$ cat src/rtl/drc_pkg.sv
package drc_pkg;
   // register select codes of the configuration port
   typedef enum logic [1:0] {
      SEL_BASE = 2'd0,
      SEL_LEN  = 2'd1,
      SEL_HEAD = 2'd2,
      SEL_TAIL = 2'd3
   } cfg_sel_e;
endpackage

$ cat src/rtl/drc_store.sv
// Local circular descriptor store: [retire, consume) used, [consume, write) unused.
module drc_store #(
   parameter int DESC_W = 128,
   parameter int CAP    = 8,
   localparam int CAP_W = $clog2(CAP),
   localparam int CNT_W = CAP_W + 1
) (
   input  logic              clk,
   input  logic              rst_n,
   input  logic              clear,
   input  logic              push,
   input  logic [DESC_W-1:0] push_data,
   input  logic              take,
   input  logic [DESC_W-1:0] take_data,
   input  logic              retire,
   input  logic [CNT_W-1:0]  retire_n,
   input  logic [CAP_W-1:0]  peek_idx,
   output logic [DESC_W-1:0] front_data,
   output logic [DESC_W-1:0] peek_data,
   output logic [CNT_W-1:0]  n_used,
   output logic [CNT_W-1:0]  n_unused,
   output logic [CNT_W-1:0]  n_free
);
   localparam logic [CNT_W-1:0] CAP_V = CNT_W'(CAP);

   logic [CAP_W:0] wr_p, cn_p, rt_p;
   logic [CAP-1:0][DESC_W-1:0] slot_v;
   logic [CAP_W-1:0] peek_pos;

   for (genvar g = 0; g < CAP; g++) begin : g_slot
      logic [DESC_W-1:0] q;
      always_ff @(posedge clk) begin
         if (push && wr_p[CAP_W-1:0] == CAP_W'(g))
            q <= push_data;
         else if (take && cn_p[CAP_W-1:0] == CAP_W'(g))
            q <= take_data;
      end
      assign slot_v[g] = q;
   end

   always_ff @(posedge clk or negedge rst_n) begin
      if (!rst_n) begin
         wr_p <= '0;
         cn_p <= '0;
         rt_p <= '0;
      end else if (clear) begin
         wr_p <= '0;
         cn_p <= '0;
         rt_p <= '0;
      end else begin
         if (push)   wr_p <= wr_p + 1'b1;
         if (take)   cn_p <= cn_p + 1'b1;
         if (retire) rt_p <= rt_p + retire_n;
      end
   end

   assign peek_pos   = rt_p[CAP_W-1:0] + peek_idx;
   assign front_data = slot_v[cn_p[CAP_W-1:0]];
   assign peek_data  = slot_v[peek_pos];
   assign n_used     = cn_p - rt_p;
   assign n_unused   = wr_p - cn_p;
   assign n_free     = CAP_V - (wr_p - rt_p);
endmodule

$ cat src/rtl/drc_fetch.sv
// Burst read control: one read in flight, bursts never cross the ring end.
module drc_fetch #(
   parameter int ADDR_W = 32,
   parameter int IDX_W  = 12,
   parameter int CNT_W  = 4,
   parameter int DSH    = 4
) (
   input  logic              clk,
   input  logic              rst_n,
   input  logic              clear,
   input  logic              hold,
   input  logic [ADDR_W-1:0] base,
   input  logic [IDX_W-1:0]  ring_len,
   input  logic [IDX_W-1:0]  tail,
   input  logic [CNT_W-1:0]  n_free,
   input  logic              beat_valid,
   output logic              rd_req,
   output logic [ADDR_W-1:0] rd_addr,
   output logic [CNT_W-1:0]  rd_cnt,
   output logic              busy,
   output logic [IDX_W-1:0]  cptr
);
   logic [IDX_W-1:0] span, free_i, grant;
   logic [CNT_W-1:0] left_q;
   logic [IDX_W:0]   nxt;
   logic             go, last;

   always_comb begin
      span   = (tail >= cptr) ? (tail - cptr) : (ring_len - cptr);
      free_i = IDX_W'(n_free);
      grant  = (span < free_i) ? span : free_i;
      go     = !busy && !hold && (grant != '0);
      last   = busy && beat_valid && (left_q == CNT_W'(1));
      nxt    = {1'b0, cptr} + (IDX_W+1)'(rd_cnt);
   end

   always_ff @(posedge clk or negedge rst_n) begin
      if (!rst_n) begin
         rd_req  <= 1'b0;
         rd_addr <= '0;
         rd_cnt  <= '0;
         busy    <= 1'b0;
         left_q  <= '0;
         cptr    <= '0;
      end else begin
         rd_req <= go;
         if (go) begin
            busy    <= 1'b1;
            rd_addr <= base + (ADDR_W'(cptr) << DSH);
            rd_cnt  <= CNT_W'(grant);
            left_q  <= CNT_W'(grant);
         end else if (busy && beat_valid) begin
            left_q <= left_q - 1'b1;
         end
         if (clear) begin
            cptr <= '0;
         end else if (last) begin
            busy <= 1'b0;
            cptr <= (nxt == {1'b0, ring_len}) ? '0 : nxt[IDX_W-1:0];
         end
      end
   end
endmodule

$ cat src/rtl/drc_wback.sv
// Burst write control: clipping, alignment, chained follow-up writes, head update.
module drc_wback #(
   parameter int ADDR_W = 32,
   parameter int IDX_W  = 12,
   parameter int CNT_W  = 4,
   parameter int DSH    = 4
) (
   input  logic              clk,
   input  logic              rst_n,
   input  logic              head_wr,
   input  logic [IDX_W-1:0]  head_wdata,
   input  logic [ADDR_W-1:0] base,
   input  logic [IDX_W-1:0]  ring_len,
   input  logic [CNT_W-1:0]  n_used,
   input  logic              flush_req,
   input  logic [IDX_W-1:0]  flush_mask,
   input  logic              wb_done,
   output logic              wb_req,
   output logic [ADDR_W-1:0] wb_addr,
   output logic [CNT_W-1:0]  wb_cnt,
   output logic              busy,
   output logic [IDX_W-1:0]  head,
   output logic              retire,
   output logic [CNT_W-1:0]  retire_n
);
   logic             busy_q, more_q, chain_q;
   logic [IDX_W-1:0] mask_q, eff_mask, used_i, cnt_calc;
   logic [IDX_W:0]   sum, nh, nh_wrap;
   logic             pend_min, trigger, clip;

   always_comb begin
      pend_min = flush_req && (flush_mask < mask_q);
      eff_mask = (chain_q && !pend_min) ? mask_q : flush_mask;
      trigger  = !busy_q && (flush_req || chain_q);
      used_i   = IDX_W'(n_used);
      sum      = {1'b0, head} + {1'b0, used_i};
      clip     = sum >= {1'b0, ring_len};
      if (clip)                 cnt_calc = ring_len - head;
      else if (eff_mask != '0)  cnt_calc = used_i & ~eff_mask;
      else                      cnt_calc = used_i;
      nh       = {1'b0, head} + (IDX_W+1)'(wb_cnt);
      nh_wrap  = nh - {1'b0, ring_len};
   end

   assign retire   = wb_done && busy_q;
   assign retire_n = wb_cnt;
   assign busy     = busy_q || chain_q;

   always_ff @(posedge clk or negedge rst_n) begin
      if (!rst_n) begin
         busy_q  <= 1'b0;
         more_q  <= 1'b0;
         chain_q <= 1'b0;
         mask_q  <= '0;
         wb_req  <= 1'b0;
         wb_addr <= '0;
         wb_cnt  <= '0;
         head    <= '0;
      end else begin
         wb_req <= 1'b0;
         if (trigger) begin
            chain_q <= 1'b0;
            mask_q  <= eff_mask;
            more_q  <= clip;
            if (cnt_calc != '0) begin
               busy_q  <= 1'b1;
               wb_req  <= 1'b1;
               wb_addr <= base + (ADDR_W'(head) << DSH);
               wb_cnt  <= CNT_W'(cnt_calc);
            end
         end else if (busy_q) begin
            if (pend_min) begin
               mask_q <= flush_mask;
               more_q <= 1'b1;
            end
            if (wb_done) begin
               busy_q  <= 1'b0;
               head    <= (nh >= {1'b0, ring_len}) ? nh_wrap[IDX_W-1:0] : nh[IDX_W-1:0];
               chain_q <= more_q || pend_min;
               more_q  <= 1'b0;
            end
         end
         if (head_wr) head <= head_wdata;
      end
   end
endmodule

$ cat src/rtl/desc_ring_cache.sv
module desc_ring_cache
   import drc_pkg::*;
#(
   parameter int ADDR_W = 32,
   parameter int IDX_W  = 12,
   parameter int CAP    = 8,
   parameter int DESC_W = 128,
   localparam int CAP_W      = $clog2(CAP),
   localparam int CNT_W      = CAP_W + 1,
   localparam int DESC_BYTES = DESC_W / 8,
   localparam int DSH        = $clog2(DESC_BYTES),
   localparam int LEN_W      = IDX_W + DSH
) (
   input  logic              clk,
   input  logic              rst_n,
   input  logic              cfg_we,
   input  logic [1:0]        cfg_sel,
   input  logic [ADDR_W-1:0] cfg_wdata,
   output logic              cfg_err,
   output logic [IDX_W-1:0]  ring_head,
   output logic [IDX_W-1:0]  fetch_ptr,
   output logic [IDX_W:0]    avail_cnt,
   output logic              rd_req,
   output logic [ADDR_W-1:0] rd_addr,
   output logic [CNT_W-1:0]  rd_cnt,
   input  logic              rd_beat_valid,
   input  logic [DESC_W-1:0] rd_beat_data,
   output logic              wb_req,
   output logic [ADDR_W-1:0] wb_addr,
   output logic [CNT_W-1:0]  wb_cnt,
   input  logic [CAP_W-1:0]  wb_rd_idx,
   output logic [DESC_W-1:0] wb_rd_data,
   input  logic              wb_done,
   output logic              eng_valid,
   output logic [DESC_W-1:0] eng_desc,
   input  logic              eng_take,
   input  logic [DESC_W-1:0] eng_result,
   input  logic              flush_req,
   input  logic [IDX_W-1:0]  flush_mask
);
   initial begin : p_elab_chk
      assert (CAP >= 2 && (CAP & (CAP - 1)) == 0)
         else $fatal(1, "CAP must be a power of two of at least 2");
      assert (DESC_W >= 8 && (DESC_BYTES & (DESC_BYTES - 1)) == 0 && DESC_W % 8 == 0)
         else $fatal(1, "DESC_W must be a power-of-two number of bytes");
      assert (IDX_W >= CNT_W && ADDR_W >= LEN_W)
         else $fatal(1, "index or address width too small");
   end

   logic [ADDR_W-1:0] base_q;
   logic [IDX_W-1:0]  ring_len, tail_q;
   logic [CNT_W-1:0]  n_used, n_unused, n_free, retire_n;
   logic              fetch_busy, wb_busy, retire, take;
   logic              area_wr, locked, legal_chg, err_q;
   logic [IDX_W:0]    ring_part;

   assign area_wr   = cfg_we && (cfg_sel != SEL_TAIL);
   assign locked    = (n_used != '0) || fetch_busy || wb_busy;
   assign legal_chg = area_wr && !locked;
   assign take      = eng_take && eng_valid && !legal_chg;

   always_ff @(posedge clk or negedge rst_n) begin
      if (!rst_n) begin
         base_q   <= '0;
         ring_len <= '0;
         tail_q   <= '0;
         err_q    <= 1'b0;
      end else begin
         if (cfg_we && cfg_sel == SEL_TAIL) tail_q <= cfg_wdata[IDX_W-1:0];
         if (legal_chg && cfg_sel == SEL_BASE) base_q <= cfg_wdata;
         if (legal_chg && cfg_sel == SEL_LEN) ring_len <= cfg_wdata[LEN_W-1:DSH];
         if (area_wr && locked) err_q <= 1'b1;
      end
   end
   assign cfg_err = err_q;

   drc_store #(.DESC_W(DESC_W), .CAP(CAP)) u_store (
      .clk, .rst_n,
      .clear      (legal_chg),
      .push       (rd_beat_valid && fetch_busy),
      .push_data  (rd_beat_data),
      .take       (take),
      .take_data  (eng_result),
      .retire     (retire),
      .retire_n   (retire_n),
      .peek_idx   (wb_rd_idx),
      .front_data (eng_desc),
      .peek_data  (wb_rd_data),
      .n_used     (n_used),
      .n_unused   (n_unused),
      .n_free     (n_free)
   );

   drc_fetch #(.ADDR_W(ADDR_W), .IDX_W(IDX_W), .CNT_W(CNT_W), .DSH(DSH)) u_fetch (
      .clk, .rst_n,
      .clear      (legal_chg),
      .hold       (legal_chg),
      .base       (base_q),
      .ring_len   (ring_len),
      .tail       (tail_q),
      .n_free     (n_free),
      .beat_valid (rd_beat_valid),
      .rd_req     (rd_req),
      .rd_addr    (rd_addr),
      .rd_cnt     (rd_cnt),
      .busy       (fetch_busy),
      .cptr       (fetch_ptr)
   );

   drc_wback #(.ADDR_W(ADDR_W), .IDX_W(IDX_W), .CNT_W(CNT_W), .DSH(DSH)) u_wback (
      .clk, .rst_n,
      .head_wr    (legal_chg && cfg_sel == SEL_HEAD),
      .head_wdata (cfg_wdata[IDX_W-1:0]),
      .base       (base_q),
      .ring_len   (ring_len),
      .n_used     (n_used),
      .flush_req  (flush_req),
      .flush_mask (flush_mask),
      .wb_done    (wb_done),
      .wb_req     (wb_req),
      .wb_addr    (wb_addr),
      .wb_cnt     (wb_cnt),
      .busy       (wb_busy),
      .head       (ring_head),
      .retire     (retire),
      .retire_n   (retire_n)
   );

   assign eng_valid = n_unused != '0;
   assign ring_part = (fetch_ptr >= tail_q)
                    ? ({1'b0, ring_len} - {1'b0, fetch_ptr} + {1'b0, tail_q})
                    : ({1'b0, tail_q} - {1'b0, fetch_ptr});
   assign avail_cnt = ring_part + (IDX_W+1)'(n_unused);
endmodule

$ cat config.mk
export PLATFORM = sky130hd
export DESIGN_NAME = desc_ring_cache
export DESIGN_NICKNAME = d
export VERILOG_FILES = /design/src/rtl/drc_pkg.sv /design/src/rtl/drc_store.sv /design/src/rtl/drc_fetch.sv /design/src/rtl/drc_wback.sv /design/src/rtl/desc_ring_cache.sv
export SDC_FILE = /design/constraint.sdc
export NUM_CORES = 2
export LEC_CHECK = 0
export BUFFER_PORTS_ARGS = -buffer_cell sky130_fd_sc_hd__buf_2
export CORE_UTILIZATION = 50
export DETAILED_ROUTE_END_ITERATION = 16
export MAX_ROUTING_LAYER = met4
export PLACE_DENSITY = 0.72
export SLEW_MARGIN = 0
export SYNTH_ARGS = -nofsm -noshare
export SYNTH_HDL_FRONTEND = slang
export SYNTH_SLANG_ARGS = --single-unit
$ cat constraint.sdc
create_clock -name clk -period 6.35 [get_ports clk]
set_input_delay 1.27 -clock clk [delete_from_list [all_inputs] [get_ports clk]]
set_output_delay 1.27 -clock clk [all_outputs]
set_load 0.05 [all_outputs]
=== Yosys cells after proc, flatten, opt, wreduce, memory -nomap -nowiden ===
Cells that the tools add are included.

* Register bits: 1,211
* Word-level logic and storage cells: 219
* Output and inout port bits: 369
* Input port bits: 312

* $add $sub $neg: 22
* Equal/unequal tests: 22
* Bitwise logic cells: 2
* $lt $le $gt $ge: 8
* Reduce and logical (&&, ||, !) cells: 75
* Muxes and demuxes: 61

{| class="wikitable"
|+ Operators with widths
! cell !! number
|-
| 128-bit 2-to-1 mux || 18
|-
| 128-bit binary-select mux with 3-bit select || 2
|-
| 12-bit 2-to-1 mux || 16
|-
| 32-bit by 16-bit adder with 32-bit output || 2
|-
| 12-bit subtractor || 4
|-
| 12-bit by 4-bit adder with 13-bit output || 3
|-
| 12-bit nonzero test || 3
|-
| 2-bit nonzero test || 18
|-
| 1-bit logical AND || 33
|-
| 4-bit 2-to-1 mux || 8
|-
| 13-bit by 12-bit greater-or-equal comparator with 1-bit output || 2
|-
| 12-bit by 12-bit subtractor with 13-bit output || 2
|-
| 3-bit equality test, second input constant || 8
|-
| 12-bit greater-or-equal comparator || 2
|-
| 1-bit 2-to-1 mux || 16
|-
| 13-bit by 12-bit adder with 13-bit output || 1
|-
| 13-bit by 4-bit adder with 13-bit output || 1
|-
| 13-bit by 12-bit equality test with 1-bit output || 1
|-
| 13-bit 2-to-1 mux || 1
|-
| 4-bit by 12-bit bitwise AND with 12-bit output || 1
|-
| 3-bit by 2-bit equality test with 1-bit output, second input constant || 4
|-
| 12-bit < comparator || 1
|-
| 12-bit by 4-bit < comparator with 1-bit output || 1
|-
| 12-bit inverter || 1
|-
| 21 further kinds || 41
|}

=== Depth between registers and ports, before layout ===
* Word-level depth: 12
* Mapped depth: 28
* Gate-level depth less buffers: 23

=== Cells and area by module ===
Synthesis repeated with hierarchy kept, for this count alone.

* Cell total of the unflattened synthesis: 5,089
* Area, all modules: 74,661.6 µm²

{| class="wikitable"
|+ Modules (own cells, without submodules)
! module !! times used !! area each (µm²) !! sequential area each (µm²) !! cells an instance
|-
| drc_store || 1 || 59,440.8 || 31,049.8 || 3,484
|-
| drc_wback || 1 || 6,015.8 || 1,601.5 || 652
|-
| drc_fetch || 1 || 4,858.4 || 1,351.3 || 523
|-
| desc_ring_cache || 1 || 4,346.7 || 1,426.4 || 430
|}

=== Least setup slack after synthesis ===
No wires, ideal clock.

* Path type: reg-to-reg
* Start: register u_store.cn_p[0]
* End: register u_store.g_slot[6].q[0], enable pin
* Path buffers: 4
* Setup slack: -0.440 ns
* Data required time: 5.242 ns
* Data arrival time: 5.682 ns
* Library setup time: 1.108 ns
* Period minus slack after synthesis: 6.790 ns
* Cell stages (with the launch flop): 15
* Cell sequence: dfrtp_1 clkbuf_1 buf_1 buf_1 inv_1 ha_1 inv_1 fa_1 nor3_1 nand3_1 nor2b_1 clkbuf_1 nor2_1 nand3_1 nand2_1

* Longest elaborated chain between the ends: 10
* Elaborated cells on any way between the ends: 14
* Those cells by class: add/sub: 2; eq/ne: 1; reduce/logical: 11

{| class="wikitable"
|+ Ends and longest elaborated chain
! what !! line !! RTL
|-
| from (decl) || drc_store.sv:26 || <nowiki>logic [CAP_W:0] wr_p, cn_p, rt_p;</nowiki>
|-
| from (signal assigned) || drc_store.sv:52 || <nowiki>if (take) cn_p <= cn_p + 1'b1;</nowiki>
|-
| 4-bit subtractor || drc_store.sv:60 || <nowiki>assign n_used = cn_p - rt_p;</nowiki>
|-
| 4-bit nonzero test || desc_ring_cache.sv:58 || <nowiki>assign locked = (n_used != '0) || fetch_busy || wb_busy;</nowiki>
|-
| 1-bit logical OR (2 in series) || desc_ring_cache.sv:58 ||
|-
| 1-bit zero test || desc_ring_cache.sv:59 || <nowiki>assign legal_chg = area_wr && !locked;</nowiki>
|-
| 1-bit logical AND || desc_ring_cache.sv:59 ||
|-
| 1-bit zero test || desc_ring_cache.sv:60 || <nowiki>assign take = eng_take && eng_valid && !legal_chg;</nowiki>
|-
| 1-bit logical AND || desc_ring_cache.sv:60 ||
|-
| 1-bit logical AND (*) || drc_store.sv:35 || <nowiki>else if (take && cn_p[CAP_W-1:0] == CAP_W'(g))</nowiki>
|-
| 2-bit nonzero test (no line) (*) || -- ||
|-
| to (signal assigned) || drc_store.sv:34 || <nowiki>q <= push_data;</nowiki>
|-
| to (signal assigned) || drc_store.sv:36 || <nowiki>q <= take_data;</nowiki>
|-
| to (decl) || drc_store.sv:31 || <nowiki>logic [DESC_W-1:0] q;</nowiki>
|}

Mark *: on every way between the ends. The rest lies on a longest branch, timed or not.
A chain may end at the register's enable or synchronous reset.

=== Worst setup path in the final report ===
* Start: register u_fetch.cptr[1]
* End: output avail_cnt[11]

* Longest elaborated chain between the ends: 4
* Elaborated cells on any way between the ends: 6
* Those cells by class: add/sub: 4; order compare: 1; mux: 1

{| class="wikitable"
|+ Ends and longest elaborated chain
! what !! line !! RTL
|-
| from (decl) || drc_fetch.sv:21 || <nowiki>output logic [IDX_W-1:0] cptr</nowiki>
|-
| from (signal assigned) || drc_fetch.sv:59 || <nowiki>cptr <= (nxt == {1'b0, ring_len}) ? '0 : nxt[IDX_W-1:0];</nowiki>
|-
| 12-bit by 12-bit subtractor with 13-bit output || desc_ring_cache.sv:131 || <nowiki>? ({1'b0, ring_len} - {1'b0, fetch_ptr} + {1'b0, tail_q})</nowiki>
|-
| 13-bit by 12-bit adder with 13-bit output || desc_ring_cache.sv:131 ||
|-
| 13-bit 2-to-1 mux (*) || desc_ring_cache.sv:131 ||
|-
| 13-bit by 4-bit adder with 13-bit output (*) || desc_ring_cache.sv:133 || <nowiki>assign avail_cnt = ring_part + (IDX_W+1)'(n_unused);</nowiki>
|-
| to (decl) || desc_ring_cache.sv:22 || <nowiki>output logic [IDX_W:0] avail_cnt,</nowiki>
|}

Marks and branches as above.

==> impl.org <==
** Run status
- Result of the run :: complete, no violations

** Timing
- Final critical-path setup slack :: 0.1970 ns
- Sum of negative setup slack :: 0 ns
- Setup violations remaining at the end of the flow were counted as 0.
- Subtracting the final worst setup slack from the clock period gives 6.153 ns.
- Worst clock skew :: 0.04770 ns
- The final count of pins violating max slew came to 0.
- The total count of hold-check failures in the final report came to 0.
- For the pin with the worst max-slew slack, the measured transition is 1.361 ns.
- Hold_ws :: 0.4493 ns
- Headroom to the max-slew limit came out at 0.09294.
- Tcrit/Tclk final :: 0.9690
- Setup repair after global routing missed its margin :: true
- Derived from the worst setup path, the maximum achievable clock frequency is 162.5 MHz.

** Yosys
- Measured against the total synthesized area, the mux share comes to 0.3602.
- Synthesis produced a netlist with a net count of 5436.
- Of the total synthesized cell area, the portion taken by XOR and XNOR cells is 0.01870.
- Warnings, synthesis :: 0
- Post-Synth Simple-Gate Area :: 0.04761
- After synthesis, the largest family of logic cells by area is multiplexers.
- Synthesis inferred 1211 register bits.
- The share of synthesized area in the top cell type comes to 0.4209.
- The area fraction in compound gates after synthesis was 0.03033.
- Averaged over all synthesized cells, the footprint is 14.78 um^2.
- Combined area of all synthesized cells :: 73060 um^2
- Summed over all instances, the cell type with the most area after synthesis is edfxtp_1.
- Of the synthesized area, sequential elements account for 0.4849.
- Cell count after synthesis :: 4944
- Fraction of registers with async set or reset after synthesis :: 0.1544
- In the synthesized netlist the dominant register cell turns out to be edfxtp_1.
- After synthesis, the netlist uses 88 different library cells.
- Number of enable flip-flop cells after synthesis :: 1024
- Adder-cell area share of the yosys netlist :: 0.03360
- Leading post-synthesis cells by cell area :: edfxtp_1, mux2_2, mux4_2

** CTS
- Clock Sinks :: 1211
- CTS tree :: built
- After clock tree synthesis, the clock-pin slew on the worst setup and hold paths is 0.07 ns.
- In this run the deepest clock path goes through 3 buffers.
- Skew-Pair Late Insertion Delay :: 0.79 ns
- Number of buffers created by CTS :: 138
- CTS built an H-tree with a depth of 4.
- CTS root buf :: clkbuf_16

** Worst setup path
- Start point of the critical path :: u_fetch.cptr[1]
- In this run the number of cells on the critical path is 14.
- Of all nets on the critical path, the largest fanout is 5.
- Walking the worst path, the cells encountered are buf_4 -> fa_1 -> inv_1 -> fa_1 -> a21oi_1 -> o211ai_1 -> o41ai_2 -> xor2_1 -> nor2_1 -> a21oi_1 -> or4_1 -> nor4_2 -> xor2_1 -> clkbuf_4.
- Beginning of the worst register-to-register path :: u_store.cn_p[0]
- Critical path capture point :: avail_cnt[11]
- Counting cells, the worst reg-to-reg path comes to 24.
- Slowest stage delay, CP :: 0.64 ns
- Endpoint of the worst-slack reg-to-reg timing path :: u_wback.wb_addr[27]
- The worst setup path is captured at an output pin.
- The setup check on the worst reg-to-reg path leaves a slack of 0.52 ns.
- Cell with the largest stage delay on the worst path :: or4_1
- STA classifies the critical path startpoint as a flop.
- The critical path is of the flop to output pin type.
- Broken down by cell family, the worst path's largest delay share belongs to simple AND/OR/NAND/NOR gates.
- WP data required :: 5.08 ns
- Arrival time worst endpoint :: 4.88 ns
- Crit path buf inv count :: 3

** Layout
- Fraction of layout instances using a drive strength above 1 :: 0.5006
- The area growth from synthesis to layout is 14.82%.
- The library cells used most frequently in the layout, excluding fill and tap cells, are mux2_2, edfxtp_1, buf_2, mux4_2, nand2_1.
- The library cell used most frequently in the layout, excluding fill and tap cells, is mux2_2.
- The final layout contains 6054 nets.
- After filler insertion, the fill cell instance count of the layout stands at 11330.

** Die
- The die is 384.3 um tall.
- Number of I/O pins :: 681
- In this run the core area contains 139 standard-cell rows.
- The die covers 147700 um^2.
- Measured along the x axis, the die boundary spans 384.3 um.
- Starting utilization of the core area :: 0.5062
- Placeable core area :: 144400 um^2

** Drt
- The first detailed-routing pass ran for 5 iterations.
- Vias :: 48450
- After detailed routing, the number of vias per cell comes to 6.339.
- For this run, design rule violations remaining after detail routing come to 0.
- For this block, the routed nets add up to 225600 um of wire.
- For this block, the initial DRC count from the detailed router was 4205.
- After detailed routing, the average wire length per cell comes to 29.52 um.
- Antenna-violating nets left :: 0

** Placed design
- Once detailed placement completed, the half-perimeter wirelength came to 140700 um.
- Number of buffers added on ports :: 680
- Placer congestion estimate :: 0.9845
- Prior to clock tree synthesis, the placed netlist has a worst setup slack of 0.6273 ns.

** Global route
- Vias in the first global route :: 49260
- For this run, the total global-route usage over all layers was measured as 0.3121.
- Global route overflow :: 0
- First-pass GRT wire length :: 329100 um
- Maximum number of pins on one net before global-route repair :: 140
- Initial antenna violation count :: 75

** Job
- Number of max-cap violations :: 0

** Hold path
- The min-delay analysis places its worst path in the category primary input to async pin.
[cell usage after synthesis, types with 8 or more instances]
cell type  count
a31oi_1        8
a21oi_1       76
ha_1         153
mux2i_1       22
o21a_1        22
nor3_1        28
nand3_1       51
nor2_1        98
mux2_2      1234
nand2b_1      12
xnor2_1      112
a21o_1        40
mux2_1        23
xor2_1        44
nor2b_1       17
dfrtp_1      187
o21ai_0       78
and3_1        19
nand2_1      488
mux2_4        26
inv_1        143
o211ai_1      15
fa_1          27
mux4_2       512
nand4_1        9
buf_1         62
clkbuf_1     239
nor4_1         8
edfxtp_1    1024
o22ai_1        8
and2_1         8
o21bai_1       8
o21ai_1        8
a211oi_1      11
[how the worst min path moves through the flow]
stage	start	to	slack [ns]	cells after the start
6_report	rst_n	tail_q[10]	0.45	1
5_1_grt	rst_n	tail_q[10]	0.49	1
4_1_cts	rst_n	tail_q[9]	0.46	1
3_5_place_dp	u_wback.wb_addr[17]	u_wback.wb_addr[17]	0.47	1
3_3_place_gp	u_wback.wb_addr[19]	u_wback.wb_addr[19]	0.46	1
2_1_floorplan	base_q[3]	u_wback.wb_addr[3]	0.48	1
[routing by layer]
layer | GRT usage | wire [um] | vias up
li1 | - | - | 20730
met1 | 0.3831 | 85270 | 24870
met2 | 0.4904 | 108600 | 2411
met3 | 0.08862 | 23540 | 438
met4 | 0.1167 | 8200 | 0
met5 | - | 0 | -
[flip-flops by register name, indices dropped and copies added, names as in the netlist, 12 cells and up]
name and cells:
base_q 32, ring_len 12, u_wback.wb_addr 32, u_fetch.cptr 12, u_fetch.rd_addr 32, tail_q 12
u_wback.head 12, u_wback.mask_q 12, u_store.g_slot.q 1024
[stage by stage]
| step | util | area [um^2] | cells |
|---|---|---|---|
| CTS | 0.5792 | 83610 | 7565 |
| global placement | 0.5479 | 79090 | 7320 |
| floorplan | - | 73080 | 4944 |
| global route | 0.5811 | 83880 | 7639 |
| finish | 0.5812 | 83890 | 7643 |
| detailed placement | 0.5479 | 79090 | 7320 |
[layout make-up]
type	count	area, um^2	area share
timing repair buffer	792	4700	0.05602
clock inverter	75	815.8	0.009724
inverter	145	560.5	0.006682
multi-input combinational	3274	36110	0.4304
clock buffer	170	3689	0.04397
sequential	1211	35450	0.4226
tap	1903	2381	0.02838
antenna	73	182.7	0.002178
[cells by family after synthesis]
family,after synthesis
buffers and inverters,459
muxes,1818
DFF,1211
xor gates and xnor gates,156
adders and majority gates,180
and+or+nand+nor,787
AOI/OAI and AO/OA,333
[timing repair]
item / 4_1_cts / 5_1_grt
gates resized for setup: 3 / 24
pin swaps: 0 / 3
endpoints found under the setup margin: 5 / 8
hold buffers: 0 / 0
buffers inserted: 0 / 5
Power is not shown: default switching activity piles up to over one toggle a cycle in this logic, so the estimate is an artifact.
